`src/rtl/bitfield_reg_unit.sv`:
```
module bitfield_reg_unit (
  input  logic        clk,
  input  logic        rst_n,
  input  logic        start,
  input  logic [31:0] insn,
  output logic        done,
  output logic        err,
  output logic        r0_we,
  output logic [15:0] r0_data,
  output logic        bus_req,
  output logic        bus_we,
  output logic [2:0]  bus_sel,
  output logic [7:0]  bus_addr,
  output logic [31:0] bus_wdata,
  input  logic [31:0] bus_rdata,
  input  logic        bus_rvalid,
  input  logic        bus_wack
);
  localparam logic [3:0] OP_WR = 4'd1;
  localparam logic [3:0] OP_RD = 4'd2;

  typedef enum logic [1:0] {S_IDLE, S_RD, S_WR, S_FIN} st_t;
  st_t st;

  logic [31:0] iq, rq;
  logic        eq;

  wire [3:0] op_in    = insn[31:28];
  wire       legal_op = (op_in == OP_WR) || (op_in == OP_RD);
  wire       bad_in   = (insn[9:8] == 2'd3) || (insn[27:23] < insn[22:18]);

  wire [1:0] sel    = iq[9:8];
  wire [7:0] lit    = iq[17:10];
  wire [4:0] lo     = iq[22:18];
  wire [4:0] hi     = iq[27:23];
  wire       is_rd  = (iq[31:28] == OP_RD);

  wire [31:0] mask  = (32'hFFFF_FFFF >> (5'd31 - hi)) & (32'hFFFF_FFFF << lo);
  wire [31:0] field = ({24'd0, lit} << lo) & mask;
  wire [31:0] ext   = (rq & mask) >> lo;

  always_ff @(posedge clk) begin
    if (!rst_n) begin
      st <= S_IDLE;
      iq <= '0;
      rq <= '0;
      eq <= 1'b0;
    end else begin
      case (st)
        S_IDLE: if (start && legal_op) begin
          iq <= insn;
          eq <= bad_in;
          st <= bad_in ? S_FIN : S_RD;
        end
        S_RD: if (bus_rvalid) begin
          rq <= bus_rdata;
          st <= is_rd ? S_FIN : S_WR;
        end
        S_WR: if (bus_wack) st <= S_FIN;
        default: st <= S_IDLE;
      endcase
    end
  end

  assign bus_req   = (st == S_RD) || (st == S_WR);
  assign bus_we    = (st == S_WR);
  assign bus_sel   = bus_req ? (3'd1 << sel) : 3'd0;
  assign bus_addr  = iq[7:0];
  assign bus_wdata = (rq & ~mask) | field;
  assign done      = (st == S_FIN);
  assign err       = done && eq;
  assign r0_we     = done && is_rd && !eq;
  assign r0_data   = ext[15:0];
endmodule


```
`config.mk`:
```
export PLATFORM = sky130hd
export DESIGN_NAME = bitfield_reg_unit
export DESIGN_NICKNAME = d
export VERILOG_FILES = /design/src/rtl/bitfield_reg_unit.sv
export SDC_FILE = /design/constraint.sdc
export NUM_CORES = 1
export LEC_CHECK = 0
export ABC_AREA = 1
export BUFFER_PORTS_ARGS = -buffer_cell sky130_fd_sc_hd__buf_2
export CELL_PAD_IN_SITES_DETAIL_PLACEMENT = 0
export CELL_PAD_IN_SITES_GLOBAL_PLACEMENT = 1
export CORE_MARGIN = 1
export CORE_UTILIZATION = 35
export DETAILED_ROUTE_END_ITERATION = 10
export PLACE_DENSITY_LB_ADDON = 0.25
export REMOVE_ABC_BUFFERS = 1
export SLEW_MARGIN = 5
export SYNTH_ARGS = -nofsm -noshare
export SYNTH_HDL_FRONTEND = slang
export SYNTH_SLANG_ARGS = --single-unit
```
`constraint.sdc`:
```
create_clock -name clk -period 4.7 [get_ports clk]
set_input_delay 1.41 -clock clk [delete_from_list [all_inputs] [get_ports clk]]
set_output_delay 1.41 -clock clk [all_outputs]
set_load 0.02 [all_outputs]
```
# After elaboration in Yosys (flattened, before gate mapping)
# Index checks and enable logic that the tools add are counted.
[word_totals]
reg_bits = 67
latchBits = 0
mem_bits_rw = 0
romBits = 0
out_inout_bits = 64
wordCells = 46
memories = 0
[op_classes]
addsub = 1
n_mul = 0
div_mod_pow = 0
order_cmp = 1
eq_ne = 10
n_shift = 5
muxes = 7
n_bitwise = 6
reduce_logical = 12
[ops]
columns = ["operator", "count"]
rows = [
  ["$and A32 B32 Y32", 4],
  ["$not A32 Y32", 1],
  ["$or A32 B32 Y32", 1],
  ["$shl A32 B5 Y32 const A", 1],
  ["$shl A8 B5 Y32", 1],
  ["$shr A32 B5 Y16", 1],
  ["$shr A32 B5 Y32 const A", 1],
  ["$eq A4 B2 Y1 const B", 2],
  ["$mux W2", 4],
  ["$eq A2 B2 Y1 const B", 3],
  ["$pmux W2 S3", 1],
  ["$lt A5 B5 Y1", 1],
  ["$sub A5 B5 Y5 const A", 1],
  ["$eq A4 B1 Y1 const B", 1],
  ["$logic_and A1 B1 Y1", 4],
  ["$ne A2 B2 Y1 const B", 2],
  ["$reduce_and A2 Y1", 2],
  ["$logic_or A1 B1 Y1", 3],
  ["$mux W3", 1],
  ["$reduce_and A3 Y1", 1],
  ["$shl A1 B2 Y3 const A", 1],
  ["$eq A2 B1 Y1 const B", 1],
  ["$logic_not A2 Y1", 1],
  ["$ne A2 B1 Y1 const B", 1],
  ["2 further kinds", 2],
]

# Depth between registers and ports, before layout
[logic_depth]
depth_word = 6
ltp_mapped = 14
ltp_nobuf = 13

# Least setup slack after synthesis
# OpenSTA, ideal clock, no wires.
[synth_timing]
path_type = "reg2out"
from = "register iq[18]"
to = "output port bus_wdata[14]"
arrival_time_ps = 1637
slack_ps = 1653
path_stages_with_launch = 9
n_path_buf = 1
cell_sequence = "dfxtp_1 -> buf_6 -> nor2_1 -> inv_1 -> o21ai_0 -> o21ai_1 -> nand2_1 -> o21ai_0 -> o21ai_0"
[synth_between]
elab_chain_cells = 5
elab_cells_between_ends = 7
[synth_rtl]
columns = ["element", "line_no", "text"]
rows = [
  ["from (decl)", "25", "logic [31:0] iq, rq;"],
  ["from (signal assigned)", "51", "iq <= insn;"],
  ["$shl A32 B5 Y32", "38", "wire [31:0] mask = (32'hFFFF_FFFF >> (5'd31 - hi)) & (32'hFFFF_FFFF << lo);"],
  ["$and A32 B32 Y32", "38", ""],
  ["$not A32 Y32", "69", "assign bus_wdata = (rq & ~mask) | field;"],
  ["$and A32 B32 Y32", "69", ""],
  ["$or A32 B32 Y32 *", "69", ""],
  ["to (decl)", "14", "output logic [31:0] bus_wdata,"],
]
# Every way passes the cells marked *; elsewhere a longest branch is shown, timed or not.

# Final worst setup path
[layout_timing]
from = "register iq[20]"
to = "output port r0_data[1]"
[layout_between]
elab_chain_cells = 4
[layout_rtl]
columns = ["element", "line_no", "text"]
rows = [
  ["$shl A32 B5 Y32", "38", ""],
  ["$and A32 B32 Y32", "38", ""],
  ["$and A32 B32 Y32", "40", "wire [31:0] ext = (rq & mask) >> lo;"],
  ["$shr A32 B5 Y16 *", "40", ""],
  ["to (decl)", "9", "output logic [15:0] r0_data,"],
]
# Marked as above.

==> reports/results.txt <==
CTS resizes: 0
First-pass GRT wire length: 33510 um
Remaining DRCs: 0
Vias: 6914
Max Slew Vio Count: 0
Slowest cell on crit path: inv_2
TritonCTS buffer count: 9
Post-CTS Setup Bufs: 0
Final setup viols: 0
# diodes: 0
Sw Share: 0.3873
Seq/Total Area, Yosys: 0.2385
H-tree depth: 3
Mapped Area: 5624 um2
CP max FO: 25
DRT iter0 DRCs: 739
Clock-pin transition on the worst setup and hold timing paths: 0.06 ns
Least-Margin Pin Slew: 1.013 ns
Seq pwr share: 0.300
Highest Clock Rate: 241.9 MHz
Worst Slack Setup Final: 0.5654 ns
Top delay family on crit path: simple AND/OR/NAND/NOR gates
Synthesized flop and latch total: 67
Clock root cell: clkbuf_16
Leakage power: 0.003166 uW
Crit end category: output port
Final RePlAce weighted congestion: 0.9664
Core area: 15430 um2
Fraction of registers with async set or reset after synthesis: 0
Post-Synthesis Cells: 975
Critical path cell sequence: inv_2 > nand2_1 > a21oi_1 > nand3_1 > nand2_1 > nand3_1 > nand3_1 > nand3_1 > nand2_1 > inv_1 > nand2_1 > buf_2
Initial Util: 0.3646
Initial antenna violation count: 0
Clock latency on the worst-skew pair: 0.34 ns
Dpl ws: 0.9606 ns
Wire per inst: 17.23 um
Port Buffers: 132
CTS tree: built
CTS Hold Bufs: 0
DPL Wire Length: 16850 um
Internal power: 1499 uW
ANT nets after route: 0
Yosys warnings: 0
Num rows: 45
Part of the cycle the worst path needs: 0.8797
Slowest stage delay, CP: 0.39 ns
RSZ-0062 raised after global routing: false
Critical Path RT: 3.29 ns
Net switching power: 947.2 uW
Final nets: 1143
Post-synth EDFFs: 0
Gr usage total: 0.2660
Clock power frac: 0.338
Die Footprint: 16580 um2
Largest net degree at the start of global routing: 65
Vias in the first global route: 6082
Fill cells: 1785
Distinct cells, synth: 37
Total grt overflow: 0
Hold_ws: 0.4409 ns
Share of cells above drive strength 1: 0.1746
Cell Pwr Density: 368.0 nW/um2
Hold/Removal Path Class: flip-flop to flip-flop
Slew margin rel.: 0.3236
Worst Clk Skew: 0.007604 ns
Vias per cell: 5.393
Main synth FF type: dfxtp_1
Worst path buffer plus inverter count: 3
Min Clock Period, post-route: 4.135 ns
Max VDD drop: 204.6 uV
Area grow syn2layout: 18.18%
Clk sinks: 67
Die X: 128.8 um
Overall power: 2446 uW
Worst setup SP type: flip-flop
Crit Path Class: flip-flop to output port
Routed wire length: 22090 um
Syn_area_per_cell: 5.768 um2
WP data arrival: 2.72 ns
Logic pwr share: 0.361
Endpoints failing hold: 0
Max Cap Viol: 0
Chip height: 128.8 um
# IOs: 133
CTS Buffer Depth: 2
Pre-Repair DR Iteration Count: 6
Status: completed
final cells by class:
| type | count | area (um2) | area share |
|---|---|---|---|
| clock buffer | 10 | 229.0 | 0.03445 |
| clock inverter | 6 | 136.4 | 0.02052 |
| inverter | 70 | 262.8 | 0.03953 |
| multi-input combinational | 772 | 3647 | 0.5488 |
| sequential | 67 | 1341 | 0.2018 |
| tap | 211 | 264.0 | 0.03972 |
| timing repair buffer | 146 | 765.7 | 0.1152 |
cells in the mapped netlist (4+ instances only):
cell	n	area share
o21ai_0	109	0.097
inv_2	5	0.0033
buf_1	7	0.0047
a31oi_1	5	0.0056
ha_1	8	0.018
buf_6	6	0.012
nand4_1	24	0.027
o21ai_1	8	0.0071
o22ai_1	5	0.0056
nor2_1	104	0.069
inv_1	61	0.041
nand3_1	188	0.17
a21oi_1	57	0.051
buf_2	16	0.014
buf_4	13	0.017
nand2_2	4	0.0044
o211ai_1	4	0.0053
clkinv_1	4	0.0027
dfxtp_1	67	0.24
nand2_1	223	0.15
nor2_2	11	0.012
clkbuf_1	23	0.015
tightest hold or removal path, delay by kind of cell (launching register included):
kind	cells	cell delay, ns
DFF	1	0.31
and+or+nand+nor	2	0.09
power groups by stage:
stage	clock, uW	combinational, uW	sequential, uW
finish	828	884	734
global route	864	971	745
CTS	841	879	733
detailed placement	0	875	745
global placement	0	876	745
floorplan	0	545	744
stage by stage:
step | util | cell area (um2) | instances | setup TNS [ns]
after floorplan | - | 5251 | 909 | -0.03137
after global placement | 0.4071 | 6281 | 1266 | 0
after detailed placement | 0.4071 | 6281 | 1266 | 0
after CTS | 0.4308 | 6646 | 1282 | 0
after global routing | 0.4308 | 6646 | 1282 | 0
final | 0.4308 | 6646 | 1282 | 0
cell families after synthesis:
logic type               after synthesis  synth area share
adder cells (fa/ha/maj)                8           0.01780
flip-flops                            67            0.2385
buffers and inverters                136            0.1130
AO/OA/AOI/OAI                        194            0.1802
XOR/XNOR                               1          0.001558
AND/OR/NAND/NOR                      566            0.4434
multiplexers                           3          0.005562
sequential cells by signal (all words and copies together), names as in the netlist:
signal,count
st,2
rq,32
eq,1
iq,32
layer usage:
metal / vias to the layer above / GRT usage / share of wire
met5: - / 0 / 0
met4: 0 / 0.1294 / 0.041
met3: 49 / 0.05530 / 0.080
met2: 316 / 0.4178 / 0.44
met1: 3090 / 0.3465 / 0.44
li1: 3459 / - / -
path summary, 6_finish.rpt:
kind / start / endpoint / slack, ns / cells after the start
max: iq[20] / r0_data[1] / 0.57 / 12
min: iq[30] / iq[30] / 0.44 / 2
max reg2reg: st[0] / iq[27] / 2.45 / 8
min reg2reg: iq[30] / iq[30] / 0.44 / 2
cell usage in the layout (no fill, tap or decap), types with 2 or more instances in the layout:
| cell type | synthesis | layout |
|---|---|---|
| a21oi_1 | 57 | 57 |
| a21oi_2 | 2 | 2 |
| a31oi_1 | 5 | 5 |
| and2_1 | 3 | 3 |
| and3_1 | 2 | 2 |
| buf_2 | 16 | 132 |
| buf_4 | 13 | 14 |
| bufinv_16 | 0 | 4 |
| clkbuf_16 | 0 | 9 |
| clkinv_1 | 4 | 4 |
| dfxtp_1 | 67 | 67 |
| ha_1 | 8 | 8 |
| inv_1 | 61 | 61 |
| inv_2 | 5 | 5 |
| mux2i_1 | 2 | 2 |
| nand2_1 | 223 | 223 |
| nand2_2 | 4 | 4 |
| nand3_1 | 188 | 188 |
| nand4_1 | 24 | 24 |
| nor2_1 | 104 | 104 |
| nor2_2 | 11 | 11 |
| nor2_4 | 2 | 2 |
| nor3_1 | 3 | 3 |
| o211ai_1 | 4 | 4 |
| o21ai_0 | 109 | 109 |
| o21ai_1 | 8 | 8 |
| o22ai_1 | 5 | 5 |
Power figures use the tool's default switching activity.
